$ cat src/rtl/tbt_pkg.sv
package tbt_pkg;
  typedef struct packed {
    logic       run;
    logic       upd_off;
    logic       ovf_only;
    logic       single;
    logic       arr_buf;
    logic [1:0] div;
    logic       mirror;
    logic       irq_en;
  } ctl_t;
endpackage

$ cat src/rtl/tbt_prescaler.sv
module tbt_prescaler #(
  parameter int PSC_W = 16
) (
  input  logic             clk,
  input  logic             rst_n,
  input  logic             run,
  input  logic             reinit,
  input  logic             upd,
  input  logic             psc_we,
  input  logic [PSC_W-1:0] psc_wdata,
  output logic             tick
);
  logic [PSC_W-1:0] psc_pre, psc_act, pcnt;

  assign tick = run && !reinit && (pcnt == psc_act);

  always_ff @(posedge clk or negedge rst_n) begin
    if (!rst_n) begin
      psc_pre <= '0;
      psc_act <= '0;
      pcnt    <= '0;
    end else begin
      if (psc_we) psc_pre <= psc_wdata;
      if (upd)    psc_act <= psc_pre;
      if (reinit)    pcnt <= '0;
      else if (tick) pcnt <= '0;
      else if (run)  pcnt <= pcnt + 1'b1;
    end
  end
endmodule

$ cat src/rtl/tbt_counter.sv
module tbt_counter #(
  parameter int CNT_W = 16
) (
  input  logic             clk,
  input  logic             rst_n,
  input  logic             tick,
  input  logic             reinit,
  input  logic             upd,
  input  logic             arr_buf,
  input  logic             arr_we,
  input  logic [CNT_W-1:0] arr_wdata,
  output logic [CNT_W-1:0] cnt,
  output logic [CNT_W-1:0] arr_act,
  output logic             ovf
);
  logic [CNT_W-1:0] arr_pre;
  logic             at_limit;

  assign at_limit = (cnt == arr_act);
  assign ovf      = tick && at_limit;

  always_ff @(posedge clk or negedge rst_n) begin
    if (!rst_n)      cnt <= '0;
    else if (reinit) cnt <= '0;
    else if (tick)   cnt <= at_limit ? '0 : cnt + 1'b1;
  end

  always_ff @(posedge clk or negedge rst_n) begin
    if (!rst_n) begin
      arr_pre <= '1;
      arr_act <= '1;
    end else begin
      if (arr_we) arr_pre <= arr_wdata;
      if (arr_we && !arr_buf) arr_act <= arr_wdata;
      else if (upd)           arr_act <= arr_pre;
    end
  end
endmodule

$ cat src/rtl/tbt_sampclk.sv
module tbt_sampclk #(
  parameter int DIV_W = 2
) (
  input  logic             clk,
  input  logic             rst_n,
  input  logic [DIV_W-1:0] div,
  output logic             samp_en
);
  logic [1:0] dcnt;

  always_ff @(posedge clk or negedge rst_n) begin
    if (!rst_n) dcnt <= '0;
    else        dcnt <= dcnt + 1'b1;
  end

  always_comb begin
    case (div)
      2'd1:    samp_en = dcnt[0];
      2'd2:    samp_en = (dcnt == 2'd3);
      default: samp_en = 1'b1;
    endcase
  end
endmodule

$ cat src/rtl/tbase_timer.sv
module tbase_timer #(
  parameter int CNT_W = 16,
  parameter int PSC_W = 16,
  parameter int DIV_W = 2
) (
  input  logic             clk,
  input  logic             rst_n,
  input  logic             ctl_we,
  input  logic             ctl_run,
  input  logic             ctl_upd_off,
  input  logic             ctl_ovf_only,
  input  logic             ctl_single,
  input  logic             ctl_arr_buf,
  input  logic [DIV_W-1:0] ctl_div,
  input  logic             ctl_mirror,
  input  logic             ctl_irq_en,
  input  logic             arr_we,
  input  logic [CNT_W-1:0] arr_wdata,
  input  logic             psc_we,
  input  logic [PSC_W-1:0] psc_wdata,
  input  logic             sw_update,
  input  logic             flag_clr,
  output logic             run,
  output logic             flag,
  output logic             irq,
  output logic [31:0]      cnt_view,
  output logic [CNT_W-1:0] arr_now,
  output logic             samp_en
);
  import tbt_pkg::*;
  localparam int VIEW_W = 32;
  localparam int PAD_W  = VIEW_W - 1 - CNT_W;

  ctl_t             ctl_q, ctl_in;
  logic             tick, ovf, upd, flag_set;
  logic [CNT_W-1:0] cnt;

  always_comb begin
    ctl_in          = '0;
    ctl_in.run      = ctl_run;
    ctl_in.upd_off  = ctl_upd_off;
    ctl_in.ovf_only = ctl_ovf_only;
    ctl_in.single   = ctl_single;
    ctl_in.arr_buf  = ctl_arr_buf;
    ctl_in.div      = ctl_div;
    ctl_in.mirror   = ctl_mirror;
    ctl_in.irq_en   = ctl_irq_en;
  end

  assign upd      = (ovf || sw_update) && !ctl_q.upd_off;
  assign flag_set = !ctl_q.upd_off && (ovf || (sw_update && !ctl_q.ovf_only));

  always_ff @(posedge clk or negedge rst_n) begin
    if (!rst_n)                      ctl_q     <= '0;
    else if (ctl_we)                 ctl_q     <= ctl_in;
    else if (ctl_q.single && upd)    ctl_q.run <= 1'b0;
  end

  always_ff @(posedge clk or negedge rst_n) begin
    if (!rst_n)        flag <= 1'b0;
    else if (flag_set) flag <= 1'b1;
    else if (flag_clr) flag <= 1'b0;
  end

  tbt_prescaler #(.PSC_W(PSC_W)) u_psc (
    .clk(clk), .rst_n(rst_n), .run(ctl_q.run), .reinit(sw_update), .upd(upd),
    .psc_we(psc_we), .psc_wdata(psc_wdata), .tick(tick)
  );

  tbt_counter #(.CNT_W(CNT_W)) u_cnt (
    .clk(clk), .rst_n(rst_n), .tick(tick), .reinit(sw_update), .upd(upd),
    .arr_buf(ctl_q.arr_buf), .arr_we(arr_we), .arr_wdata(arr_wdata),
    .cnt(cnt), .arr_act(arr_now), .ovf(ovf)
  );

  tbt_sampclk #(.DIV_W(DIV_W)) u_smp (
    .clk(clk), .rst_n(rst_n), .div(ctl_q.div), .samp_en(samp_en)
  );

  assign run      = ctl_q.run;
  assign irq      = flag && ctl_q.irq_en;
  assign cnt_view = {ctl_q.mirror && flag, {PAD_W{1'b0}}, cnt};
endmodule

$ cat config.mk
export PLATFORM = sky130hd
export DESIGN_NAME = tbase_timer
export DESIGN_NICKNAME = d
export VERILOG_FILES = /design/src/rtl/tbt_pkg.sv /design/src/rtl/tbt_prescaler.sv /design/src/rtl/tbt_counter.sv /design/src/rtl/tbt_sampclk.sv /design/src/rtl/tbase_timer.sv
export SDC_FILE = /design/constraint.sdc
export NUM_CORES = 1
export LEC_CHECK = 0
export ABC_AREA = 1
export ABC_CLOCK_PERIOD_IN_PS = 1700
export BUFFER_PORTS_ARGS = -buffer_cell sky130_fd_sc_hd__buf_2
export CAP_MARGIN = 10
export CELL_PAD_IN_SITES_DETAIL_PLACEMENT = 2
export CELL_PAD_IN_SITES_GLOBAL_PLACEMENT = 2
export CORE_MARGIN = 4
export CORE_UTILIZATION = 29
export DETAILED_ROUTE_END_ITERATION = 8
export PLACE_DENSITY_LB_ADDON = 0.1
export SYNTH_ARGS = -nofsm -noshare
export SYNTH_HDL_FRONTEND = slang
export SYNTH_SLANG_ARGS = --single-unit
$ cat constraint.sdc
create_clock -name clk -period 1.7 [get_ports clk]
set_clock_uncertainty 0.15 [all_clocks]
set_input_delay 0.425 -clock clk [delete_from_list [all_inputs] [get_ports clk]]
set_output_delay 0.425 -clock clk [all_outputs]
set_load 0.1 [all_outputs]
==> parameters.txt, run 1 <==
Parameter                              Value

Detailed routing
  Vias per std cell    4.942
  Number of detailed-routing iterations run before antenna repair    4
  Violation count after the first detailed-routing iteration    237
  Via count    6049
  Wire length reported by the detailed router    31910 um
  Detailed-route DRC error count    0
  Antenna-violating nets left    0
  Average detailed-routed wire length per instance    26.07 um

Worst hold path
  Type of the worst min-delay path    primary input to flip-flop
  Origin of the worst min-delay path    flag_clr

Global route
  Global-route wire length before repair    38380 um
  Global Route Usage Sum    22.87%
  Pin count of the biggest net entering global routing    49
  Via count of the first global-routing pass    6510
  Remaining global-route overflow    0
  Initial antenna violation count    0

Final layout
  Final Core Density    52.28%
  Final Instance Count excl. Fillers    1224
  Final layout net count    1012
  Finished layout cell area    9878 sq um
  Antenna diodes    0
  Commonest non-fill, non-tap cell in the layout    nand2_1
  Fraction of layout cells with a size suffix above 1    62.03%
  Most frequent cells in the layout    115 x nand2_1, 111 x buf_4, 67 x nand2_2, 57 x buf_6, 54 x inv_1
  Area growth syn-to-layout    75.91%

Placement
  GP Congestion    0.7893
  Cell count after placement    1125
  Detailed placement HPWL    15760 um
  Port Buf Inserts    84
  Standard cell area after detailed placement    7766 sq um

Critical path
  Cell type of the slowest stage on the worst timing path    dfstp_4
  Crit path largest cell delay    640 ps
  Critical Path Sink Type    flip-flop
  Start point of the critical path    u_cnt.arr_act[2]
  Maximum net fanout on the critical path    11
  Data arrival at the endpoint of the critical path    2490 ps
  Type of the worst setup path    flip-flop to flip-flop
  CP required    1800 ps
  Startpoint kind of the worst setup timing path    flip-flop
  Start of the worst register-to-register path    u_cnt.arr_act[2]
  CP cell instances    inv_2 > nand2_1 > nand2_2 > nor2_1 > nand2_2 > nor2_4 > nand2_4 > nand2_4 > nand3_4 > buf_12 > clkbuf_16 > nand2_1 > o21ai_1

CTS
  Clock transition at path regs    90 ps
  Latest clock arrival within the worst-skew pair    380 ps
  Number of buffers inserted during clock tree synthesis    9
  TritonCTS Sinks    108
  Clock tree from TritonCTS    done
  CTS Buffer Depth    2
  Root cell of the clock tree    clkbuf_16
  H-tree Lvls    3

Logic synthesis
  Most area-hungry cell type in the Yosys netlist    dfrtp_1
  Number of warnings printed during yosys synthesis    0
  Post-synthesis cell count    700
  Ranking of synthesized cells by area    dfrtp_1 34%, dfstp_2 15%, nand2_1 14%
  Fraction of synthesized cell area taken by the top area cell type    33.87%
  Mean cell area of the mapped netlist    8.022 sq um
  Mapped cell area    5615 sq um
  Sequential cell area fraction in the yosys report    48.84%
  FF+latch count, synth    108
  Number of library cell types mapped by synthesis    36

Flow run
  Max Cap Viol    0

Timing
  Final number of hold-violating endpoints    0
  Relative slew slack    51.70%
  Number of pins with negative max-slew slack in the final report    0
  Post-route clock period utilization    140.8%
  Setup-failing EPs final    102
  Final WS setup    -693.7 ps
  Slew of the pin with the lowest slew margin    716.9 ps
  Maximum operating frequency    417.8 MHz
  Unrepaired setup endpoints after global routing    yes
  Hold WS    77.55 ps
  Min cycle time layout    2394 ps

Floorplan
  Die boundary width    147.2 um
  Starting utilization of the core area    29.72%
  Number of top-level pins    100
  Chip height    147.2 um
  Die Footprint    21650 sq um
  Core area    18890 sq um
  Number of standard-cell rows in the floorplan    50

Run status
  Status    finished, violations left
  Failing checks    setup timing

Power
  Leakage component of the power    4.607 nW
  Total power consumption of the routed design    0.009093 W
  Power density relative to cell area    920.5 nW/um^2
  Peak ir drop on the vdd network    0.5834 mV
## sequential cells by signal, summed over array words and instances (netlist names)
name,cells
u_cnt.cnt,16
ctl_q,8
u_psc.pcnt,16
run,1
u_smp.dcnt,2
u_psc.psc_pre,16
u_psc.psc_act,16
flag,1
u_cnt.arr_pre,16
u_cnt.arr_act,16
## stage by stage
stage          TNS [ps]  setup WS (ps)
6_report         -38590         -693.7
5_1_grt          -43250         -743.8
4_1_cts          -25480         -470.4
3_5_place_dp     -20580         -446.0
3_3_place_gp     -13730         -314.7
2_1_floorplan    -12780         -350.4
## logic make-up after synthesis
kind of cell               after synthesis  synth area share [%]
AOI/OAI and AO/OA                       90                 8.512
xor gates and xnor gates                16                 2.496
adders and majority gates                5                 1.114
buffers and inverters                  134                 10.56
DFF                                    108                 48.84
muxes                                   19                 3.788
other                                    1               0.06678
and+or+nand+nor                        327                 24.62
## critical path, delay by kind of cell (launching register included)
| family | cells | cell delay, ps |
|---|---|---|
| AO/OA/AOI/OAI | 1 | 90 |
| buffers and inverters | 3 | 400 |
| flip-flops | 1 | 640 |
| AND/OR/NAND/NOR | 9 | 970 |
## cell usage after synthesis (all sizes together)
master	instances
nand2	207
inv	98
dfrtp	76
nor2	61
o21ai	59
dfstp	32
nand3	32
buf	29
a21oi	26
mux2	18
xor2	13
nor3	11
nand4	9
clkbuf	7
ha	5
or2	4
xnor2	3
a211oi	2
nor4	2
a221o	1
a31oi	1
conb	1
mux2i	1
nor3b	1
o22ai	1
## what timing repair did
item	in CTS	in global routing
resized for setup	161	182
gates cloned	3	4
endpoints found under the setup margin	102	102
hold endpoints to repair	76	0
pin swaps	41	60
hold buffers	1	0
buffers inserted	40	56
## power by group
part           internal [W]  switching (W)  total [W]
sequential          0.00298       0.000334    0.00331
combinational       0.00137        0.00226    0.00363
clock               0.00101        0.00115    0.00215
## path summary, 6_finish.rpt
path	to	slack [ps]	cells past startpoint
setup / recovery	u_psc.psc_act[8]	-690	13
hold / removal	flag	80	2
min in group asynchronous	u_psc.pcnt[8]	430	3
hold reg to reg	u_cnt.arr_pre[4]	340	2
max in group asynchronous	u_psc.psc_act[4]	570	3
setup reg to reg	u_psc.psc_act[8]	-690	13
## metal layers
layer  vias to the layer above  global-route usage [%]  wire length [um]
met5                         -                       0                 0
met4                         0                   8.295              1589
met3                        89                   3.547              1207
met2                       175                   39.68             16050
met1                      3097                   28.86             13060
li1                       2688                       -                 -
## area by class of cell
class / count / area, sq um
clock buffer: 9 / 225.2
clock inverter: 7 / 50.05
fill: 1976 / 9015
inverter: 98 / 396.6
multi-input combinational: 473 / 3203
sequential: 108 / 2867
tap: 260 / 325.3
timing repair buffer: 269 / 2811
No activity file was read; power rests on OpenSTA's default activity.
==> run 2: changes to the inputs <==
--- a/config.mk
+++ b/config.mk
@@ -12,7 +12,8 @@
 export CELL_PAD_IN_SITES_DETAIL_PLACEMENT = 2
 export CELL_PAD_IN_SITES_GLOBAL_PLACEMENT = 2
 export CORE_MARGIN = 4
-export CORE_UTILIZATION = 29
+export CORE_UTILIZATION = 30
+export CTS_BUF_LIST = sky130_fd_sc_hd__clkbuf_8
 export DETAILED_ROUTE_END_ITERATION = 8
 export PLACE_DENSITY_LB_ADDON = 0.1
 export SYNTH_ARGS = -nofsm -noshare
==> parameters.txt, run 2 (same netlist as run 1, synthesis figures left out) <==
Parameter                              Value

Run status
  Status    finished, violations left
  Failing checks    setup timing

Timing
  Maximum operating frequency    418.5 MHz
  Relative slew slack    57.23%
  Number of pins with negative max-slew slack in the final report    0
  Unrepaired setup endpoints after global routing    yes
  Post-route clock period utilization    140.6%
  Final WS setup    -689.7 ps
  Min cycle time layout    2390 ps
  Hold WS    27.28 ps
  Setup-failing EPs final    103
  Slew of the pin with the lowest slew margin    634.8 ps
  Final number of hold-violating endpoints    0

Global route
  Global-route wire length before repair    39500 um
  Fraction of met1 tracks used by global routing    30.88%
  Met2 routing resource usage after global routing    44.39%
  Global Route Usage Sum    25.13%
  Via count of the first global-routing pass    6576
  Remaining global-route overflow    0
  Pin count of the biggest net entering global routing    56
  Grt met3 use    4.239%
  Initial antenna violation count    0
  Top Usage Layer GRT    met2

Critical path
  Buf+Inv Stages, Crit Path    3
  Cell type of the slowest stage on the worst timing path    dfrtp_1
  Crit path largest cell delay    470 ps
  CP cell instances    inv_1 > nand2_1 > nand2_1 > nor2_2 > nand2_2 > nor2_4 > nand3_4 > nand2_4 > buf_12 > nand3_4 > buf_6 > nand2_8 > nand2_4 > nand2_4
  Gate family responsible for the most delay along the worst path    simple AND/OR/NAND/NOR gates
  Start of the worst register-to-register path    u_psc.psc_act[14]
  CP required    1930 ps
  Critical Path Sink Type    flip-flop
  Startpoint kind of the worst setup timing path    flip-flop
  R2R Setup Slk    -690 ps
  Data arrival at the endpoint of the critical path    2620 ps
  Number of cells on the worst reg-to-reg path    14
  Endpoint of the worst-slack reg-to-reg timing path    u_cnt.arr_act[2]
  Maximum net fanout on the critical path    8
  Critical path's most frequent cell    nand2_4
  Type of the worst setup path    flip-flop to flip-flop

Detailed routing
  Vias per std cell    5.226
  Detailed-route DRC error count    0
  Number of detailed-routing iterations run before antenna repair    4
  Antenna-violating nets left    0
  Via count    6224
  Violation count after the first detailed-routing iteration    408
  Average detailed-routed wire length per instance    28.94 um
  Wire length reported by the detailed router    34470 um

CTS
  Root cell of the clock tree    clkbuf_8
  Clock tree from TritonCTS    done
  H-tree Lvls    3
  CTS Buffer Depth    2
  Latest clock arrival within the worst-skew pair    450 ps
  Clock transition at path regs    120 ps
  Number of buffers inserted during clock tree synthesis    9
  TritonCTS Sinks    108

Final layout
  Final Instance Count excl. Fillers    1191
  Area growth syn-to-layout    76.87%
  Antenna diodes    0
  Final layout net count    1010
  Fraction of layout cells with a size suffix above 1    62.27%
  Finished layout cell area    9932 sq um
  Most frequent cells in the layout    108 x nand2_1, 103 x buf_4, 60 x buf_6, 59 x inv_1, 58 x nand2_2
  Commonest non-fill, non-tap cell in the layout    nand2_1

Floorplan
  Number of standard-cell rows in the floorplan    49
  Die boundary width    144.8 um
  Starting utilization of the core area    30.84%
  Core area    18210 sq um
  Die Footprint    20970 sq um
  Chip height    144.8 um
  Number of top-level pins    100

Worst hold path
  Type of the worst min-delay path    primary input to flip-flop
  Cell depth of the worst min-delay path    2
  Min-Delay Endpoint    flag
  Origin of the worst min-delay path    flag_clr

Power
  Power density relative to cell area    895.3 nW/um^2
  Total power consumption of the routed design    0.008892 W
  Peak ir drop on the vdd network    0.4798 mV
  Leakage component of the power    4.658 nW

Placement
  GP Congestion    0.8024
  Detailed placement HPWL    15850 um
  Cell count after placement    1094
  Standard cell area after detailed placement    7727 sq um
  Port Buf Inserts    84
  Setup Slack @ Placement    -495.8 ps

Flow run
  Max Cap Viol    0
run 2: report_power, final:
part,switching (W),internal (W)
Clock,0.00119,0.000575
Sequential,0.000338,0.00297
Combinational,0.00235,0.00146
Total,0.00388,0.00501
run 2: layer usage:
layer / routed length [um] / vias to the layer above
met4: 1839 / 0
met2: 17590 / 205
li1: - / 2681
met5: 0 / -
met3: 1280 / 95
met1: 13760 / 3243
run 2: cell type report:
class / count / area (sq um)
well taps: 229 / 286.5
clock inverters: 7 / 66.31
flip-flops and latches: 108 / 2864
multi-input cells: 473 / 3342
repair buffers: 267 / 2858
inverters: 98 / 391.6
clock buffers: 9 / 123.9
fillers: 1864 / 8277
run 2: worst register-to-register path: stages (launching register included):
cell,delay [ps]
dfrtp_1,470
inv_1,90
nand2_1,70
nand2_1,130
nor2_2,180
nand2_2,110
nor2_4,140
nand3_4,100
nand2_4,110
buf_12,120
nand3_4,150
buf_6,190
nand2_8,160
nand2_4,80
nand2_4,110
run 2: worst max path at each step:
stage | from | slack, ps | to | cells past startpoint
finish | u_psc.psc_act[14] | -690 | u_cnt.arr_act[2] | 14
global route | u_psc.psc_act[14] | -790 | u_cnt.arr_act[2] | 14
CTS | ctl_q[2] | -530 | samp_en | 4
global placement | u_cnt.arr_act[11] | -360 | u_cnt.cnt[12] | 11
floorplan | u_cnt.arr_act[5] | -350 | u_cnt.arr_act[0] | 13
detailed placement | u_psc.psc_act[1] | -500 | u_cnt.arr_act[2] | 12
run 2: timing repair:
action / 4_1_cts / 5_1_grt
hold buffers: 1 / 0
buffers inserted: 32 / 57
pin swaps: 45 / 73
endpoints found under the setup margin: 103 / 103
gates cloned: 7 / 2
endpoints found under the hold margin: 76 / 0
gates resized for setup: 168 / 199
run 2: stage by stage:
step / util [%] / TNS, ps
finish: 54.55 / -46290
global route: 54.55 / -53240
CTS: 48.79 / -30330
detailed placement: 42.44 / -23640
global placement: 42.44 / -13360
floorplan: - / -12780
